==> config.mk <==
export PLATFORM = sky130hd
export DESIGN_NAME = brom_port_ctrl
export DESIGN_NICKNAME = d
export VERILOG_FILES = /design/src/rtl/brom_pkg.sv /design/src/rtl/brom_phase_timer.sv /design/src/rtl/brom_bus_mux.sv /design/src/rtl/brom_port_ctrl.sv
export SDC_FILE = /design/constraint.sdc
export NUM_CORES = 1
export LEC_CHECK = 0
export BUFFER_PORTS_ARGS = -buffer_cell sky130_fd_sc_hd__buf_2
export CAP_MARGIN = 20
export CORE_MARGIN = 2
export CORE_UTILIZATION = 40
export DETAILED_ROUTE_END_ITERATION = 12
export PLACE_DENSITY = 0.61
export SLEW_MARGIN = 20
export SYNTH_ARGS = -nofsm -noshare
export SYNTH_HDL_FRONTEND = slang
export SYNTH_HIERARCHICAL = 1
export SYNTH_SLANG_ARGS = --single-unit
==> constraint.sdc <==
create_clock -name clk -period 2.6 [get_ports clk]
set_clock_uncertainty 0.15 [all_clocks]
set_input_delay 0.52 -clock clk [delete_from_list [all_inputs] [get_ports clk]]
set_output_delay 0.52 -clock clk [all_outputs]
set_load 0.02 [all_outputs]
==> src/rtl/brom_pkg.sv <==
package brom_pkg;
    localparam int ADDR_W = 18;
    localparam int DATA_W = 8;

    typedef enum logic [2:0] {
        IDLE   = 3'd0,
        ADR_LO = 3'd1,
        ADR_HI = 3'd2,
        XFER   = 3'd3,
        FIN    = 3'd4
    } brom_state_e;
endpackage

==> src/rtl/brom_phase_timer.sv <==
module brom_phase_timer #(
    parameter int CYCLE_CLKS = 4
) (
    input  logic clk,
    input  logic rst_n,
    input  logic run,
    output logic last,
    output logic mid
);
    localparam int CW  = (CYCLE_CLKS > 2) ? $clog2(CYCLE_CLKS) : 1;
    localparam int MID = CYCLE_CLKS / 2;
    localparam logic [CW-1:0] LAST_V = CW'(CYCLE_CLKS - 1);
    localparam logic [CW-1:0] MID_V  = CW'(MID);

    logic [CW-1:0] cnt_q;

    always_ff @(posedge clk or negedge rst_n) begin
        if (!rst_n) begin
            cnt_q <= '0;
        end else if (!run || cnt_q == LAST_V) begin
            cnt_q <= '0;
        end else begin
            cnt_q <= cnt_q + 1'b1;
        end
    end

    assign last = run && (cnt_q == LAST_V);
    assign mid  = run && (cnt_q == MID_V);
endmodule

==> src/rtl/brom_bus_mux.sv <==
module brom_bus_mux
    import brom_pkg::*;
(
    input  brom_state_e       phase,
    input  logic              wr,
    input  logic              wide,
    input  logic [ADDR_W-1:0] addr,
    input  logic [DATA_W-1:0] wdata,
    output logic [DATA_W-1:0] bus_out,
    output logic              bus_oe,
    output logic              hi_bit
);
    always_comb begin
        bus_out = '0;
        bus_oe  = 1'b0;
        hi_bit  = 1'b0;
        unique case (phase)
            ADR_LO: begin
                // line 1: output-enable (active low), line 0: write-enable (active low)
                bus_out = {addr[7:2], wr, ~wr};
                bus_oe  = 1'b1;
                hi_bit  = wide & addr[16];
            end
            ADR_HI: begin
                bus_out = addr[15:8];
                bus_oe  = 1'b1;
                hi_bit  = wide & addr[17];
            end
            XFER: begin
                bus_out = wr ? wdata : '0;
                bus_oe  = wr;
            end
            IDLE, FIN: begin
                bus_out = '0;
                bus_oe  = 1'b0;
            end
            default: begin
                bus_out = '0;
                bus_oe  = 1'b0;
            end
        endcase
    end
endmodule

==> src/rtl/brom_port_ctrl.sv <==
module brom_port_ctrl
    import brom_pkg::*;
#(
    parameter int CYCLE_CLKS = 4
) (
    input  logic        clk,
    input  logic        rst_n,
    input  logic        req_valid,
    input  logic        req_write,
    input  logic [17:0] req_addr,
    input  logic [7:0]  req_wdata,
    input  logic        wide_map,
    output logic [7:0]  rd_data,
    output logic        done,
    output logic [7:0]  rom_ad_out,
    output logic        rom_ad_oe,
    input  logic [7:0]  rom_ad_in,
    output logic [1:0]  rom_a,
    output logic        rom_ce_n
);
    brom_state_e state_q, state_d;

    logic              wr_q;
    logic              wide_q;
    logic [ADDR_W-1:0] addr_q;
    logic [DATA_W-1:0] wdata_q;
    logic [DATA_W-1:0] rdata_q;
    logic              run;
    logic              ph_last;
    logic              ph_mid;
    logic              hi_bit;

    assign run = (state_q == ADR_LO) || (state_q == ADR_HI) || (state_q == XFER);

    brom_phase_timer #(.CYCLE_CLKS(CYCLE_CLKS)) u_timer (
        .clk   (clk),
        .rst_n (rst_n),
        .run   (run),
        .last  (ph_last),
        .mid   (ph_mid)
    );

    brom_bus_mux u_mux (
        .phase   (state_q),
        .wr      (wr_q),
        .wide    (wide_q),
        .addr    (addr_q),
        .wdata   (wdata_q),
        .bus_out (rom_ad_out),
        .bus_oe  (rom_ad_oe),
        .hi_bit  (hi_bit)
    );

    // next-state logic
    always_comb begin
        state_d = state_q;
        unique case (state_q)
            IDLE:    if (req_valid) state_d = ADR_LO;
            ADR_LO:  if (ph_last)   state_d = ADR_HI;
            ADR_HI:  if (ph_last)   state_d = XFER;
            XFER:    if (ph_last)   state_d = FIN;
            FIN:                    state_d = IDLE;
            default:                state_d = IDLE;
        endcase
    end

    // state register and captured request / read byte
    always_ff @(posedge clk or negedge rst_n) begin
        if (!rst_n) begin
            state_q <= IDLE;
            wr_q    <= 1'b0;
            wide_q  <= 1'b0;
            addr_q  <= '0;
            wdata_q <= '0;
            rdata_q <= '0;
        end else begin
            state_q <= state_d;
            if (state_q == IDLE && req_valid) begin
                wr_q    <= req_write;
                wide_q  <= wide_map;
                addr_q  <= req_addr;
                wdata_q <= req_wdata;
            end
            if (state_q == XFER && ph_last && !wr_q) begin
                rdata_q <= rom_ad_in;
            end
        end
    end

    // outputs
    always_comb begin
        rom_ce_n = 1'b1;
        done     = 1'b0;
        rom_a    = 2'b00;
        unique case (state_q)
            ADR_LO, ADR_HI: rom_a = {ph_mid, hi_bit};
            XFER:           rom_ce_n = 1'b0;
            FIN:            done = 1'b1;
            IDLE:           rom_a = 2'b00;
            default:        rom_a = 2'b00;
        endcase
    end

    assign rd_data = rdata_q;
endmodule

==> metrics.log <==
[metrics] status: completed
[metrics] power density normalized to cell area: 1252 mW/mm^2
[metrics] length in cells of the worst reg-to-reg path: 6
[metrics] synthesized cell area: 0.001969 mm^2
[metrics] top library cells by usage in the layout, fill and taps aside: sky130_fd_sc_hd__buf_2, sky130_fd_sc_hd__dfrtp_1, sky130_fd_sc_hd__mux2_4
[metrics] DIE WIDTH: 74.17 um
[metrics] number of antenna violations at the first check in global routing: 0
[metrics] clock tree from TritonCTS: built
[metrics] CTS sink cnt: 39
[metrics] design area: 0.002387 mm^2
[metrics] detailed route wirelength on metal3: 136 um
[metrics] post-layout min period: 2.364 ns
[metrics] post-layout instance count excluding filler cells: 269
[metrics] layout cell share with drive strength beyond 1: 56.44%
[metrics] Critical path origin: state_q[2]
[metrics] Crit Path Max Fanout: 14
[metrics] number of diodes: 0
[metrics] count of mapped cells out of synthesis: 140
[metrics] clock-pin transition on the worst setup and hold timing paths: 0.08 ns
[metrics] total track usage: 16.02%
[metrics] clock tree root buffer cell: sky130_fd_sc_hd__clkbuf_8
[metrics] Initial Util: 41.70%
[metrics] capturing element type of the critical path: output port
[metrics] number of buffers added on ports: 57
[metrics] amount of wire on met2 after detailed routing: 2.138 mm
[metrics] number of placement rows: 25
[metrics] Routed met1 length: 1.696 mm
[metrics] DP Cell Count: 261
[metrics] Peak supply drop: 0.0005109 V
[metrics] Post-Route Setup TNS: 0 ns
[metrics] standby leakage power: 0.001160 uW
[metrics] fin. max-slew vios: 0
[metrics] antenna-violating nets left: 0
[metrics] max-cap viol count: 0
[metrics] element type at the critical path start: flip-flop
[metrics] top layer in use: met4
[metrics] DR DRC count: 0
[metrics] global-route wire length before repair: 6.527 mm
[metrics] Mapped Nets: 181
[metrics] # fillers: 434
[metrics] total number of yosys warnings: 6
[metrics] H-Tree Level Count: 2
[metrics] crit share post-route: 90.90%
[metrics] Hold WC Path Type: input port to async pin
[metrics] via count normalized by instance count: 4.758
[metrics] Hold Slack: 0.1976 ns
[metrics] critical path arrival: 1.69 ns
[metrics] CTS buffer count: 5
[metrics] nets@finish: 242
[metrics] final wirelength: 4.017 mm
[metrics] most common cell after layout, fill and taps aside: sky130_fd_sc_hd__buf_2
[metrics] Routed WL per cell: 14.93 um
[metrics] total grt overflow: 0
[metrics] pin count of the biggest net entering global routing: 40
[metrics] Reg2Reg Setup Slack: 0.43 ns
[metrics] half-perimeter wire length of the detailed placement result: 2.925 mm
[metrics] Worst Max-Slew Pin Slew: 0.8799 ns
[metrics] Achievable Freq: 423.1 MHz
[metrics] via count of the first global-routing pass: 1,365
[metrics] placed standard-cell area: 0.002297 mm^2
[metrics] reg2reg start: state_q[1]
[metrics] GPL Wtd Cong: 0.7722
[metrics] setup violators final: 0
[metrics] final count of hold timing violations: 0
[metrics] Reg-to-Reg End: rd_data[4]
[metrics] total core area: 0.004723 mm^2
[metrics] clock latency at the later pin of the worst-skew pair: 0.29 ns
[metrics] DR vias: 1,280
[metrics] chip height: 74.17 um
[metrics] number of optimization iterations in the first detailed-route pass: 4
[metrics] remaining max-slew budget at the tightest pin: 41.34%
[metrics] data required time of the critical path: 1.93 ns
[metrics] count of routing violations after the opening detailed-route iteration: 71
[metrics] Syn Area/Cell: 14.07 um^2
[metrics] CTS max path bufs: 2
[metrics] number of post-CTS setup repair buffers: 0
[metrics] area enclosed by the die boundary: 0.005500 mm^2
[metrics] type of the worst setup path: flip-flop to output port
[metrics] count of pins on the block boundary: 60
[metrics] RSZ-0062 raised after global routing: false
[metrics] Synth-to-Final Area Change: 21.22%
## power breakdown
part | total (uW) | internal, uW | switching (uW) | leakage [uW]
sequential | 1130 | 904 | 229 | 0.000470
clock | 402 | 187 | 215 | 0.0000402
combinational | 1460 | 764 | 692 | 0.000650
## worst max-delay path by stage
stage,depth (start not counted),slack (ns),to
6_report,4,0.24,rom_ad_out[7]
3_5_place_dp,5,0.39,rd_data[2]
2_1_floorplan,5,0.56,rom_a[0]
5_1_grt,4,0.12,rom_ad_out[7]
3_3_place_gp,5,0.48,rd_data[3]
4_1_cts,4,0.14,rom_ad_out[7]
## worst max-delay path, cell delays in order, from the launching register on
cell                      delay (ns)
sky130_fd_sc_hd__dfrtp_2        0.52
sky130_fd_sc_hd__and4b_1        0.49
sky130_fd_sc_hd__a22oi_1        0.13
sky130_fd_sc_hd__nand2_1        0.10
sky130_fd_sc_hd__buf_2          0.16
## metrics by stage
| step | setup slack (ns) | utilization (%) | total power, uW |
|---|---|---|---|
| floorplan | 0.5561 | - | 2216 |
| global placement | 0.4785 | 48.64 | 2539 |
| detailed placement | 0.3938 | 48.64 | 2603 |
| CTS | 0.1389 | 50.52 | 3026 |
| global route | 0.1189 | 50.54 | 3202 |
| finish | 0.2365 | 50.54 | 2990 |
## state kept, by name, summed over array words and instances (netlist names)
signal	count
state_q	3
wdata_q	8
addr_q	16
u_timer/cnt_q	2
wr_q	1
rd_data	8
wide_q	1
## final cells by class
cell class | count | area (um^2) | share of cell area [%]
tap | 67 | 83.83 | 3.512
clock inverter | 3 | 20.02 | 0.8386
clock buffer | 5 | 68.82 | 2.883
inverter | 1 | 3.754 | 0.1572
sequential | 39 | 977.2 | 40.93
multi-input combinational | 92 | 898.4 | 37.63
timing repair buffer | 62 | 335.3 | 14.05
## what timing repair did
action / CTS / global route
resized for setup: 0 / 1
hold buffers: 0 / 0
endpoints found under the setup margin: 0 / 1
## per-layer routing
metal  up-vias  track usage, %
met2        28           27.38
met5         -               0
li1        609               -
met3         4           3.659
met1       639           20.02
met4         0           5.455
Note: power is estimated with default switching activity, not from simulation.
